File: src/rtl/tdr_pkg.sv
package tdr_pkg;
  typedef enum logic {
    OUT_CP    = 1'b0,
    OUT_SHIFT = 1'b1
  } out_mode_e;
endpackage

File: src/rtl/tdr_ack_sync.sv
module tdr_ack_sync #(
  parameter int STAGES = 2
) (
  input  logic clk,
  input  logic rst,
  input  logic ack_i,
  output logic level_o,
  output logic rise_o
);
  logic [STAGES-1:0] chain_q;
  logic              prev_q;

  generate
    if (STAGES == 1) begin : g_one
      always_ff @(posedge clk) begin
        if (rst) chain_q <= '0;
        else     chain_q <= ack_i;
      end
    end else begin : g_many
      always_ff @(posedge clk) begin
        if (rst) chain_q <= '0;
        else     chain_q <= {chain_q[STAGES-2:0], ack_i};
      end
    end
  endgenerate

  always_ff @(posedge clk) begin
    if (rst) prev_q <= 1'b0;
    else     prev_q <= chain_q[STAGES-1];
  end

  assign level_o = chain_q[STAGES-1];
  assign rise_o  = chain_q[STAGES-1] & ~prev_q;

  // a detected rise traces back to ack_i high STAGES edges earlier
  assert_rise_origin_R3: assert property (@(posedge clk) disable iff (rst)
    rise_o |-> $past(ack_i, STAGES));
endmodule

File: src/rtl/tdr_pwr_ctrl.sv
module tdr_pwr_ctrl (
  input  logic clk,
  input  logic rst,
  input  logic pwr_down_i,
  input  logic ack_lvl_i,
  output logic pd_o
);
  logic pd_q;

  always_ff @(posedge clk) begin
    if (rst) pd_q <= 1'b0;
    else     pd_q <= pwr_down_i & (pd_q | ~ack_lvl_i);
  end

  assign pd_o = pd_q;

  // no entry while acknowledge is high
  assert_no_entry_ack_high_R9: assert property (@(posedge clk) disable iff (rst)
    (!pd_q && ack_lvl_i) |=> !pd_q);
  // exit once the request drops
  assert_exit_on_release_R9: assert property (@(posedge clk) disable iff (rst)
    !pwr_down_i |=> !pd_q);
endmodule

File: src/rtl/tdr_shifter.sv
module tdr_shifter
  import tdr_pkg::*;
#(
  parameter int DIGIT_W = 4
) (
  input  logic               clk,
  input  logic               rst,
  input  logic               clear_i,
  input  logic               rise_i,
  input  logic [DIGIT_W-1:0] digit_i,
  output logic               shifting_o,
  output logic               bit_o
);
  localparam int CNT_W = $clog2(DIGIT_W + 1);
  localparam int IDX_W = (DIGIT_W > 1) ? $clog2(DIGIT_W) : 1;
  localparam logic [CNT_W-1:0] LAST = CNT_W'(DIGIT_W);

  logic [CNT_W-1:0]   cnt_q;
  logic [DIGIT_W-1:0] hold_q;
  logic               bit_q;
  out_mode_e          mode_q;

  always_ff @(posedge clk) begin
    if (rst) begin
      cnt_q  <= '0;
      hold_q <= '0;
      bit_q  <= 1'b0;
      mode_q <= OUT_CP;
    end else if (clear_i) begin
      cnt_q  <= '0;
      mode_q <= OUT_CP;
    end else if (rise_i && (cnt_q < LAST)) begin
      if (cnt_q == '0) begin
        hold_q <= digit_i;
        bit_q  <= digit_i[0];
      end else begin
        bit_q  <= hold_q[cnt_q[IDX_W-1:0]];
      end
      cnt_q  <= cnt_q + 1'b1;
      mode_q <= OUT_SHIFT;
    end
  end

  assign shifting_o = (mode_q == OUT_SHIFT);
  assign bit_o      = bit_q;

  // counter never passes the digit width
  assert_cnt_bound_R6: assert property (@(posedge clk) disable iff (rst)
    cnt_q <= LAST);
  // at most one bit advance per clock
  assert_single_step_R4: assert property (@(posedge clk) disable iff (rst)
    !clear_i |=> (cnt_q == $past(cnt_q)) || (cnt_q == $past(cnt_q) + 1'b1));
  // captured digit stays put once a readout has begun
  assert_hold_stable_R5: assert property (@(posedge clk) disable iff (rst)
    (cnt_q != '0 && !clear_i) |=> $stable(hold_q));
endmodule

File: src/rtl/tone_digit_readout.sv
module tone_digit_readout #(
  parameter int DIGIT_W     = 4,
  parameter int SYNC_STAGES = 2
) (
  input  logic               clk,
  input  logic               rst,
  input  logic               pwr_down_i,
  input  logic               ack_i,
  input  logic [DIGIT_W-1:0] det_digit_i,
  input  logic               det_early_i,
  input  logic               det_valid_i,
  input  logic               det_cp_i,
  output logic               serial_o,
  output logic               early_steer_o,
  output logic               delayed_steer_o
);
  logic ack_lvl, ack_rise, pd_q;
  logic valid_prev_q, steer, new_valid, clear;
  logic shifting, shift_bit;

  tdr_ack_sync #(.STAGES(SYNC_STAGES)) u_sync (
    .clk(clk), .rst(rst), .ack_i(ack_i), .level_o(ack_lvl), .rise_o(ack_rise)
  );

  tdr_pwr_ctrl u_pwr (
    .clk(clk), .rst(rst), .pwr_down_i(pwr_down_i), .ack_lvl_i(ack_lvl), .pd_o(pd_q)
  );

  assign steer     = det_early_i | det_valid_i;
  assign new_valid = det_valid_i & ~valid_prev_q;
  assign clear     = pd_q | ~steer | new_valid;

  tdr_shifter #(.DIGIT_W(DIGIT_W)) u_shift (
    .clk(clk), .rst(rst), .clear_i(clear), .rise_i(ack_rise),
    .digit_i(det_digit_i), .shifting_o(shifting), .bit_o(shift_bit)
  );

  always_ff @(posedge clk) begin
    if (rst) begin
      valid_prev_q    <= 1'b0;
      serial_o        <= 1'b0;
      early_steer_o   <= 1'b0;
      delayed_steer_o <= 1'b0;
    end else begin
      valid_prev_q    <= det_valid_i;
      serial_o        <= ~pd_q & (shifting ? shift_bit : det_cp_i);
      early_steer_o   <= ~pd_q & det_early_i;
      delayed_steer_o <= ~pd_q & det_valid_i;
    end
  end

  // outputs blanked during power-down
  assert_pd_quiet_R10: assert property (@(posedge clk) disable iff (rst)
    pd_q |=> (!serial_o && !early_steer_o && !delayed_steer_o));
  // steering follows detector one clock late when active
  assert_steer_follow_R2: assert property (@(posedge clk) disable iff (rst)
    !pd_q |=> (early_steer_o == $past(det_early_i)) &&
              (delayed_steer_o == $past(det_valid_i)));
endmodule

File: config.mk
export PLATFORM = sky130hd
export DESIGN_NAME = tone_digit_readout
export DESIGN_NICKNAME = d
export VERILOG_FILES = /design/src/rtl/tdr_pkg.sv /design/src/rtl/tdr_ack_sync.sv /design/src/rtl/tdr_pwr_ctrl.sv /design/src/rtl/tdr_shifter.sv /design/src/rtl/tone_digit_readout.sv
export SDC_FILE = /design/constraint.sdc
export NUM_CORES = 1
export LEC_CHECK = 0
export BUFFER_PORTS_ARGS = -buffer_cell sky130_fd_sc_hd__buf_2
export CAP_MARGIN = 25
export CORE_AREA = 2 2 39 41
export CTS_BUF_LIST = sky130_fd_sc_hd__clkbuf_4 sky130_fd_sc_hd__clkbuf_8
export CTS_CLUSTER_DIAMETER = 60
export DETAILED_ROUTE_END_ITERATION = 10
export DIE_AREA = 0 0 41 43
export PLACE_DENSITY = 0.74
export SKIP_CTS_REPAIR_TIMING = 1
export SLEW_MARGIN = 30
export SYNTH_ARGS = -nofsm -noshare
export SYNTH_HDL_FRONTEND = slang
export SYNTH_HIERARCHICAL = 1
export SYNTH_SLANG_ARGS = --single-unit
File: constraint.sdc
create_clock -name clk -period 3.06 [get_ports clk]
set_clock_uncertainty 0.15 [all_clocks]
set_input_delay 0.918 -clock clk [delete_from_list [all_inputs] [get_ports clk]]
set_output_delay 0.918 -clock clk [all_outputs]
set_load 0.005 [all_outputs]
=== Yosys cells after proc, flatten, opt, wreduce, memory -nomap -nowiden ===
Cells that the tools add are included.

* Output and inout bits: 3
* Word-level logic and storage cells: 39
* Flip-flop bits (word level): 17

* Reduce and logical (&&, ||, !) cells: 5
* Add/subtract/negate cells: 1
* Mux-type cells: 4
* Bitwise gates (word level): 16
* $lt $le $gt $ge: 2

{| class="wikitable"
|+ Operator list
! kind !! number
|-
| 1-bit bitwise AND || 6
|-
| 1-bit inverter || 6
|-
| 1-bit bitwise OR || 4
|-
| 3-bit by 1-bit adder with 3-bit output (second input constant) || 1
|-
| 3-bit zero test || 1
|-
| 2-bit by 3-bit < comparator with 1-bit output (second input constant) || 1
|-
| 3-bit < comparator (second input constant) || 1
|-
| 1-bit two-way mux || 3
|-
| 3-bit AND reduction || 1
|-
| 1-bit binary-select mux with 2-bit select || 1
|-
| 2-bit AND reduction || 1
|-
| 2-bit OR reduction || 1
|-
| 1-bit logical AND || 1
|}

=== Logic depth before layout (Yosys ltp) ===
* Depth in word-level cells: 6
* Depth in mapped cells: 6

=== Modules after synthesis ===
The synthesis kept the hierarchy.

{| class="wikitable"
|+ Modules (own cells, without submodules)
! module !! cells each !! area each (um^2) !! seq. area each (um^2) !! instances
|-
| tdr_shifter || 39 || 402.9 || 180.2 || 1
|-
| tone_digit_readout || 11 || 132.6 || 80.1 || 1
|-
| tdr_ack_sync || 7 || 87.6 || 60.1 || 1
|-
| tdr_pwr_ctrl || 3 || 46.3 || 20.0 || 1
|}

=== Worst setup path before layout ===
Ideal clock, no wire load.

* Path type: input to register
* Start: input det_valid_i
* End: register u_shift.hold_q[0]
* Arrival time: 1.933 ns
* Stages on the path: 6
* Data required time: 2.782 ns
* Slack: 0.849 ns
* Cells stage by stage: mux2i_1 or2_1 and4bb_2 clkbuf_2 mux2i_1 nor2_1

* Word-level cells in the longest chain between the ends: 6
* Elaborated cells on any way between the ends: 7
* Those cells by class: 6 x bitwise; 1 x reduce/logical

{| class="wikitable"
|+ Ends and longest elaborated chain
! item !! line !! text
|-
| from (decl) || tone_digit_readout.sv:11 || <nowiki>input logic det_valid_i,</nowiki>
|-
| 1-bit bitwise OR || tone_digit_readout.sv:29 || <nowiki>assign steer = det_early_i | det_valid_i;</nowiki>
|-
| 1-bit inverter || tone_digit_readout.sv:31 || <nowiki>assign clear = pd_q | ~steer | new_valid;</nowiki>
|-
| 1-bit bitwise OR || tone_digit_readout.sv:31 ||
|-
| 1-bit bitwise OR (*) || tone_digit_readout.sv:31 ||
|-
| via clear || tone_digit_readout.sv:18 || <nowiki>logic valid_prev_q, steer, new_valid, clear;</nowiki>
|-
| 1-bit inverter (no source line) (*) || -- ||
|-
| 3-bit AND reduction (no source line) (*) || -- ||
|-
| to (signal assigned) || tdr_shifter.sv:34 || <nowiki>hold_q <= digit_i;</nowiki>
|-
| to (decl) || tdr_shifter.sv:19 || <nowiki>logic [DIGIT_W-1:0] hold_q;</nowiki>
|}

Mark *: on every way through the listed nets, which the timed path passes. The rest lies on a longest branch.
A chain may end at the register's enable or synchronous reset.

=== Final worst setup path ===
* Start: input det_valid_i
* End: register u_shift.hold_q[1]

Same word-level chain as after synthesis.

==> flow_summary.json <==
{
  "status": "complete, no violations",
  "synth-warning-count": 6,
  "clock_path_buffers": 2,
  "synth_ff_type": "dfxtp_1",
  "finalSetupViolCount": 0,
  "first_iter_violations": 4,
  "die_area_um2": 1763,
  "ant_nets": 0,
  "synth_cell_types": 22,
  "fmax_ghz": 0.4890,
  "cts_tree": "yes",
  "path_clk_slew_ps": 100,
  "tns_ps": 0,
  "vias": 448,
  "grtUsageTotal_pct": 14.94,
  "syn_area_um2": 669.4,
  "netlist_instances": 60,
  "finalCriticalPeriod_ps": 2045,
  "async_flop_share_pct": 0,
  "via_per_inst": 4.923,
  "max_cap_violations": 0,
  "totalWireLength_um": 999,
  "grt_pass1_wl_um": 1745,
  "drc": 0,
  "grt_overflow": 0,
  "start_util_pct": 48.37,
  "most-common-layout-cells": "dfxtp_1 (17), buf_2 (13), mux2i_1 (7), nor2_1 (6), nor3_1 (5)",
  "num_rows": 14,
  "worst-setup-path-type": "in2reg",
  "cts_made_buffers": 3,
  "firstDrtPassIters": 3,
  "rsz0062_at_grt": "no",
  "place_area_um2": 745.7,
  "report.final.slew_viol_count": 0,
  "die_w_um": 41,
  "first_global_vias": 443,
  "clock_latency_ps": 290,
  "core_area_um2": 1384,
  "p_leak_nw": 0.3062,
  "min_path_cells": 1,
  "final_common_cell": "dfxtp_1",
  "finalCritPeriodShare_pct": 66.82,
  "p_per_area_nw_per_um2": 491.8,
  "crit_required_ps": 3090,
  "end_kind": "flip-flop",
  "finalHoldViolations": 0,
  "die_h_um": 43,
  "reg2reg_depth": 4,
  "synth_edf_count": 0,
  "critPathMaxFanout": 6,
  "slew-limit-headroom_pct": 78.72,
  "hp-class": "reg2reg",
  "final_area_um2": 773.2,
  "cp-start-kind": "input pin",
  "diodes": 0,
  "post_drt_wl_per_cell_um": 10.98,
  "area_growth_pct": 15.51,
  "cts_sinks": 17,
  "tightest_slew_ps": 319.2,
  "ioPinCount": 14,
  "drive_above_1_share_pct": 30.67,
  "ir_worst_vdd_mv": 0.2981,
  "antenna_found_initial": 0,
  "gp_congestion": 0.6915,
  "root_buffer": "clkbuf_4",
  "grt_max_degree": 18,
  "ys_ff_latch": 17,
  "syn_area_per_cell_um2": 11.16,
  "syn_nets": 73,
  "crit_arrival_ps": 2070,
  "ys_seq_area_share_pct": 50.84,
  "nets": 89,
  "portBuffers": 13,
  "cts-htree-levels": 1
}
cell usage after synthesis (2+ instances only):
| master | count | share of area [%] |
|---|---|---|
| dfxtp_1 | 17 | 51 |
| ha_1 | 2 | 3.7 |
| inv_1 | 2 | 1.1 |
| mux2i_1 | 7 | 10 |
| nor2_1 | 6 | 3.4 |
| nor2b_1 | 4 | 3.7 |
| nor3_1 | 5 | 3.7 |
| nor3b_1 | 3 | 3.4 |
flip-flops by register name, indices dropped and copies added (netlist names):
register and cells:
u_shift/hold_q 4, u_shift/cnt_q 3, u_sync/chain_q 2, delayed_steer_o 1
early_steer_o 1, serial_o 1, u_pwr/pd_o 1, u_shift/bit_o 1
u_shift/shifting_o 1, u_sync/prev_q 1, valid_prev_q 1
cells by family after synthesis:
| logic type | share of synthesized area, % |
|---|---|
| and+or+nand+nor | 24.86 |
| adders and majority gates | 3.738 |
| xor gates and xnor gates | 1.309 |
| buffers and inverters | 2.429 |
| DFF | 50.84 |
| muxes | 13.83 |
| AOI/OAI and AO/OA | 2.989 |
final cells by class:
class | instances | area, um^2
sequential | 17 | 340.3
clock inverter | 1 | 5.005
inverter | 2 | 7.507
fill | 127 | 610.6
clock buffer | 3 | 22.52
multi-input combinational | 39 | 312.8
tap | 16 | 20.02
timing repair buffer | 13 | 65.06
power breakdown:
part | switching [mW] | internal, mW
registers | 0.00358 | 0.228
logic | 0.0131 | 0.0154
clock network | 0.0716 | 0.0487
worst max-delay path, stage by stage:
cell and delay, ps:
buf_2 110, mux2i_1 100, or2_1 270, and4bb_2 410, mux2i_1 200, nor2_1 60
routing by layer:
metal	share of wire (%)	GRT usage, %	vias to the layer above	wire [um]
met5	0	0	-	0
met4	2.1	8.000	0	21
met2	44	22.50	10	437
met3	4.4	6.283	2	44
met1	50	17.06	202	495
li1	-	-	234	-
path summary, 6_finish.rpt:
path / from / to / slack, ps
worst max-delay path: det_valid_i / u_shift/hold_q[1] / 1020
worst min-delay path: u_sync/chain_q[0] / u_sync/chain_q[1] / 310
worst max register to register: u_pwr/pd_o / u_shift/hold_q[1] / 1430
worst min register to register: u_sync/chain_q[0] / u_sync/chain_q[1] / 310
through the flow:
stage	setup slack [ps]	instances	util (%)	hold slack (ps)	total power, mW
after detailed placement	703.1	87	53.89	294.0	0.2655
after global placement	720.2	87	53.89	267.4	0.2649
after CTS	1012	91	55.88	311.4	0.3843
after floorplan	849.3	60	-	263.8	0.2529
final	1015	91	55.88	305.0	0.3803
after global routing	933.4	91	55.88	324.7	0.3995
Power figures use the tool's default switching activity.
